`src/rtl/tx_pkg.sv`:
```
// Package: shared types for the double-buffered serial transmitter.
// Assumes: one start bit and one stop bit per frame.
package tx_pkg;
    // Line phase of the frame shifter.
    typedef enum logic [1:0] {
        PH_IDLE  = 2'd0,
        PH_START = 2'd1,
        PH_DATA  = 2'd2,
        PH_STOP  = 2'd3
    } phase_e;
endpackage

```
`src/rtl/hold_buf.sv`:
```
// Module: hold_buf
// One-entry holding register in front of the shifter. A write is accepted only
// while the register is empty. A take from the shifter empties it.
// Assumes: take is asserted only while full is high.
module hold_buf #(
    parameter int DATA_W = 8
) (
    input  logic              clk,
    input  logic              rst_n,
    input  logic              wr_en,
    input  logic [DATA_W-1:0] wr_data,
    input  logic              take,
    output logic              full,
    output logic [DATA_W-1:0] data
);
    // Occupancy flag and stored byte; a write to a full register is dropped.
    always_ff @(posedge clk) begin
        if (!rst_n) begin
            full <= 1'b0;
            data <= '0;
        end else if (take) begin
            full <= 1'b0;
        end else if (wr_en && !full) begin
            full <= 1'b1;
            data <= wr_data;
        end
    end


    no_overwrite_chk: assert property (@(posedge clk) disable iff (!rst_n)
        (full && wr_en && !take) |=> (full && $stable(data)));


    accept_chk: assert property (@(posedge clk) disable iff (!rst_n)
        (!full && wr_en) |=> full);
endmodule

```
`src/rtl/frame_shifter.sv`:
```
// Module: frame_shifter
// Sends start, data (LSB first) and stop bits, one bit per baud tick. It
// reloads from the holding register when idle or at the end of the stop bit.
// Assumes: baud_tick is a single-cycle pulse.
module frame_shifter
    import tx_pkg::*;
#(
    parameter int DATA_W = 8
) (
    input  logic              clk,
    input  logic              rst_n,
    input  logic              baud_tick,
    input  logic              buf_full,
    input  logic [DATA_W-1:0] buf_data,
    output logic              take,
    output logic              txd,
    output logic              irq_buf_empty,
    output logic              irq_tx_empty
);
    localparam int CNT_W = (DATA_W > 1) ? $clog2(DATA_W) : 1;
    localparam logic [CNT_W-1:0] LAST_IDX = CNT_W'(DATA_W - 1);

    phase_e            phase;
    logic [DATA_W-1:0] shreg;
    logic [CNT_W-1:0]  cnt;
    logic              last_data;

    // Hand-off point: a tick while idle or at the end of the stop bit.
    assign take      = baud_tick && buf_full && (phase == PH_IDLE || phase == PH_STOP);
    assign last_data = (phase == PH_DATA) && (cnt == LAST_IDX);

    // Phase sequencing, data shifting and the registered interrupt pulses.
    always_ff @(posedge clk) begin
        if (!rst_n) begin
            phase         <= PH_IDLE;
            shreg         <= '0;
            cnt           <= '0;
            irq_buf_empty <= 1'b0;
            irq_tx_empty  <= 1'b0;
        end else begin
            irq_buf_empty <= take;
            irq_tx_empty  <= baud_tick && last_data;
            if (take) begin
                shreg <= buf_data;
                cnt   <= '0;
                phase <= PH_START;
            end else if (baud_tick) begin
                unique case (phase)
                    PH_IDLE:  phase <= PH_IDLE;
                    PH_START: phase <= PH_DATA;
                    PH_DATA: begin
                        if (last_data) begin
                            phase <= PH_STOP;
                        end else begin
                            cnt   <= cnt + 1'b1;
                            shreg <= shreg >> 1;
                        end
                    end
                    PH_STOP:  phase <= PH_IDLE;
                    default:  phase <= PH_IDLE;
                endcase
            end
        end
    end

    // Line level for the current phase.
    always_comb begin
        unique case (phase)
            PH_START: txd = 1'b0;
            PH_DATA:  txd = shreg[0];
            default:  txd = 1'b1;
        endcase
    end


    tx_empty_on_stop_chk: assert property (@(posedge clk) disable iff (!rst_n)
        irq_tx_empty |-> (txd == 1'b1 && phase == PH_STOP));


    tx_empty_pulse_chk: assert property (@(posedge clk) disable iff (!rst_n)
        irq_tx_empty |=> !irq_tx_empty);


    buf_empty_on_start_chk: assert property (@(posedge clk) disable iff (!rst_n)
        irq_buf_empty |-> (txd == 1'b0));


    line_paced_chk: assert property (@(posedge clk) disable iff (!rst_n)
        !baud_tick |=> $stable(txd));
endmodule

```
`src/rtl/dbuf_serial_tx.sv`:
```
// Module: dbuf_serial_tx
// Top of the double-buffered serial transmitter: a holding register feeding a
// frame shifter, with buffer-empty and transmit-empty interrupt pulses.
// Assumes: baud_tick comes from an external rate generator in this clock domain.
module dbuf_serial_tx #(
    parameter int DATA_W = 8
) (
    input  logic              clk,
    input  logic              rst_n,
    input  logic              wr_en,
    input  logic [DATA_W-1:0] wr_data,
    input  logic              baud_tick,
    output logic              txd,
    output logic              buf_full,
    output logic              irq_buf_empty,
    output logic              irq_tx_empty
);
    logic              take;
    logic [DATA_W-1:0] held;

    hold_buf #(.DATA_W(DATA_W)) u_buf (
        .clk     (clk),
        .rst_n   (rst_n),
        .wr_en   (wr_en),
        .wr_data (wr_data),
        .take    (take),
        .full    (buf_full),
        .data    (held)
    );

    frame_shifter #(.DATA_W(DATA_W)) u_shf (
        .clk           (clk),
        .rst_n         (rst_n),
        .baud_tick     (baud_tick),
        .buf_full      (buf_full),
        .buf_data      (held),
        .take          (take),
        .txd           (txd),
        .irq_buf_empty (irq_buf_empty),
        .irq_tx_empty  (irq_tx_empty)
    );


    handoff_frees_buf_chk: assert property (@(posedge clk) disable iff (!rst_n)
        irq_buf_empty |-> !buf_full);


    reset_idle_chk: assert property (@(posedge clk)
        $past(!rst_n) |-> (txd && !buf_full && !irq_buf_empty && !irq_tx_empty));
endmodule

```
`config.mk`:
```
export PLATFORM = sky130hd
export DESIGN_NAME = dbuf_serial_tx
export DESIGN_NICKNAME = d
export VERILOG_FILES = /design/src/rtl/tx_pkg.sv /design/src/rtl/hold_buf.sv /design/src/rtl/frame_shifter.sv /design/src/rtl/dbuf_serial_tx.sv
export SDC_FILE = /design/constraint.sdc
export NUM_CORES = 1
export LEC_CHECK = 0
export ABC_AREA = 1
export BUFFER_PORTS_ARGS = -buffer_cell sky130_fd_sc_hd__clkbuf_2
export CAP_MARGIN = 40
export CELL_PAD_IN_SITES_DETAIL_PLACEMENT = 0
export CELL_PAD_IN_SITES_GLOBAL_PLACEMENT = 1
export CORE_ASPECT_RATIO = 1.75
export CORE_MARGIN = 4
export CORE_UTILIZATION = 43
export DETAILED_ROUTE_END_ITERATION = 8
export GPL_TIMING_DRIVEN = 0
export MAX_ROUTING_LAYER = met4
export PLACE_DENSITY_LB_ADDON = 0.1
export SYNTH_ARGS = -nofsm -noshare
export SYNTH_HDL_FRONTEND = slang
export SYNTH_SLANG_ARGS = --single-unit
```
`constraint.sdc`:
```
create_clock -name clk -period 3.4 [get_ports clk]
set_clock_uncertainty 0.1 [all_clocks]
set_input_delay 0.68 -clock clk [delete_from_list [all_inputs] [get_ports clk]]
set_output_delay 0.68 -clock clk [all_outputs]
set_load 0.02 [all_outputs]
```
==> impl_summary.md <==
Clock tree
The register clock-pin slew on the reported worst setup and hold paths is 0.08 ns. TritonCTS built the clock tree. The depth of the CTS H-tree is 1. The total setup buffers inserted after CTS is 0. CTS placed an instance of clkbuf_8 at the clock tree root. The clock passes through at most 2 buffers. The insertion delay to the later sink of the worst-skew pair is 0.27 ns. The post-cts hold buffer count is 0. The number of gates given a new drive strength after cts is 0. The tree built by TritonCTS fans out to 24 sinks. The total CTS buffers is 3.

Floorplanning
After floorplanning, the core was sized to cover 2460 um^2. The floorplan has 24 rows. The die is 46.3 um wide.

The die covers 3470 um^2. The initial utilization of the core area, before any placement, comes to 44.7%. The number of primary I/O pins is 16.

The height of the chip is 74.9 um.

Cells and area
The leading cell type in the layout, fill and taps excluded is nand2_1. Relative to the synthesized area, the layout overhead comes to 13.5%. Leaving out fill and tap cells, the most frequent cells in the layout are nand2_1 (25), dfxtp_1 (24), inv_1 (18).

The net count of the finished layout is 180. Of the cells placed in the final design, the portion with a size suffix greater than 1 is 18.0%. The final standard cell area without fillers is 1250 um^2. The count of antenna diodes in the layout is 0. The final standard cell utilization of the core is 50.8%.

Detailed routing
The routed via count divided by cell count is 4.99. The pre-antenna-repair detailed-routing pass consisted of 4 iterations. The wire length after detailed routing is 2.20 mm. The total number of vias is 934. The per-cell routed wire length is 11.8 um.

After detailed routing, the number of remaining DRC violations is 0. The count of antenna-violating nets left after detailed routing is 0. In this run, the number of DRC markers left after iteration 0 of detailed routing was 33.

Worst setup path
The worst setup path is of the reg2out kind. The worst setup path is captured at an output port. The data required time of the critical path is 2.62 ns. The cell depth of the worst flop-to-flop path is 7. The critical path starts at u_shf.phase[0]$_SDFFE_PN0P_.

The endpoint arrival time on the critical path is 1.40 ns. The startpoint identified for the worst register-to-register timing path is u_shf.phase[0]$_SDFFE_PN0P_. The critical path launch point type is a flop. In this run the worst path has a maximum fanout of 7.

Power and ir drop
The post-route total power is 565 uW. The maximum vdd ir drop is 266 uV. In this run the power density over the cells is 452 nW/um^2. The analysis attributes to cell leakage a power of 0.553 nW.

Synthesis
Each instance of the synthesized netlist takes up on average 7.70 um^2. The synthesized design devotes to its leading area cell type 43.6% of total area. The net count after synthesis is 160. The cell count after synthesis came out at 143. The cell area after synthesis is 1100 um^2.

The warning count from the yosys run is 0. Of the synthesized area, sequential elements account for 43.6%. The cell taking the most area after synthesis is dfxtp_1.

The number of distinct library cells after synthesis is 19. Sorting the synthesized cells by area gives the leading types as dfxtp_1 (44%), nand2_1 (8.5%), inv_1 (6.1%). Counting flops and latches in the post-synthesis netlist gives 24.

STA
At the pin with the least slew margin, the transition time is 0.340 ns. Setup repair after global routing left no endpoint under its margin. After layout, the worst path uses 64.3% of the clock period. The number of hold violations in the final report was 0.

The number of setup violations in the final report is 0. The max-slew violation total from the final report is 0. Static timing analysis puts the maximum clock frequency at 458 MHz. The setup TNS after final layout is 0 ns. Measured against its own limit, the worst slew margin works out to 77.3%. For the finished layout, the period the worst path requires is 2.18 ns.

Global route
The first-pass GRT wire length is 3.67 mm. Summed over all layers, the global routing overflow is 0. The via count of the first global-routing pass came to 901. The number of antenna violations at the first check in global routing came to 0. Global routing used 14.8% of the available tracks. Entering global routing, the biggest net connects 13 pins.

Run status
The flow ran to the end, and the final reports show no timing, DRC or antenna violations.

Placement
The HPWL after detailed placement is 1.73 mm. Input and output buffers added on the ports amount to 15. The area of placed instances is 1210 um^2. The final RePlAce weighted congestion is 0.752.

Hold path
The number of cells on the worst hold path is 2. The worst hold path begins at u_buf.data[7]$_SDFFE_PN0P_. The min-delay analysis places its worst path in the category reg2reg.

Run
Max-cap violations in this run came to 0.
per-layer routing:
| layer | track usage [%] | vias up | wire length [um] |
|---|---|---|---|
| li1 | - | 496 | - |
| met1 | 14.6 | 420 | 863 |
| met2 | 27.5 | 13 | 1240 |
| met3 | 2.15 | 5 | 62 |
| met4 | 5.70 | 0 | 38 |
| met5 | - | - | 0 |
critical path: stages (launching register included):
cell      delay (ns)
dfxtp_1         0.36
inv_1           0.07
ha_1            0.18
clkbuf_2        0.17
o21ai_0         0.17
clkbuf_2        0.19
power breakdown:
group / total [mW] / switching, mW / internal [mW]
clock: 0.168 / 0.0887 / 0.0793
sequential: 0.303 / 0.00652 / 0.296
combinational: 0.0942 / 0.0596 / 0.0346
total: 0.565 / 0.155 / 0.410
cells in the mapped netlist:
cell type / n
nand4_1: 5
clkbuf_2: 1
buf_2: 1
nor2_1: 15
nand3_1: 8
nor2_2: 2
nand2_2: 2
nand2_1: 25
nor3b_1: 2
a21oi_1: 12
nand3_4: 2
buf_6: 3
or2_0: 1
inv_1: 18
dfxtp_1: 24
clkbuf_1: 1
o21ai_1: 3
ha_1: 5
o21ai_0: 13
path summary, 6_finish.rpt:
path | to | slack (ns)
worst max-delay path | txd | 1.22
worst min-delay path | u_shf.shreg[7]$_SDFFE_PN0P_ | 0.35
worst max register to register | u_shf.shreg[0]$_SDFFE_PN0P_ | 1.73
worst min register to register | u_shf.shreg[7]$_SDFFE_PN0P_ | 0.35
state kept, by name (all words and copies together) (netlist names):
| signal | flops |
|---|---|
| u_shf.irq_buf_empty | 1 |
| u_shf.irq_tx_empty | 1 |
| u_buf.data | 8 |
| u_buf.full | 1 |
| u_shf.cnt | 3 |
| u_shf.phase | 2 |
| u_shf.shreg | 8 |
through the flow:
step                setup slack (ns)  instances  hold slack, ns
CTS                             1.19        187           0.355
detailed placement              1.49        184           0.341
global route                    1.08        187           0.376
floorplan                       1.39        143           0.319
finish                          1.22        187           0.349
global placement                1.50        184           0.335
area by class of cell:
| class | count | area (um^2) |
|---|---|---|
| inverter | 18 | 67.6 |
| clock buffer | 3 | 41.3 |
| multi-input combinational | 95 | 505 |
| sequential | 24 | 480 |
| timing repair buffer | 15 | 75.1 |
| fill | 266 | 1210 |
| buffer | 6 | 47.5 |
| tap | 26 | 32.5 |
cells by family (layout without fill, tap and decap cells):
family,after synthesis,after routing,synth area share [%]
fa+ha+maj,5,5,5.68
compound gates,28,28,12.7
simple gates,62,62,27.5
buf+inv,24,42,10.5
flops,24,24,43.6
(Power assumes the default switching activity.)
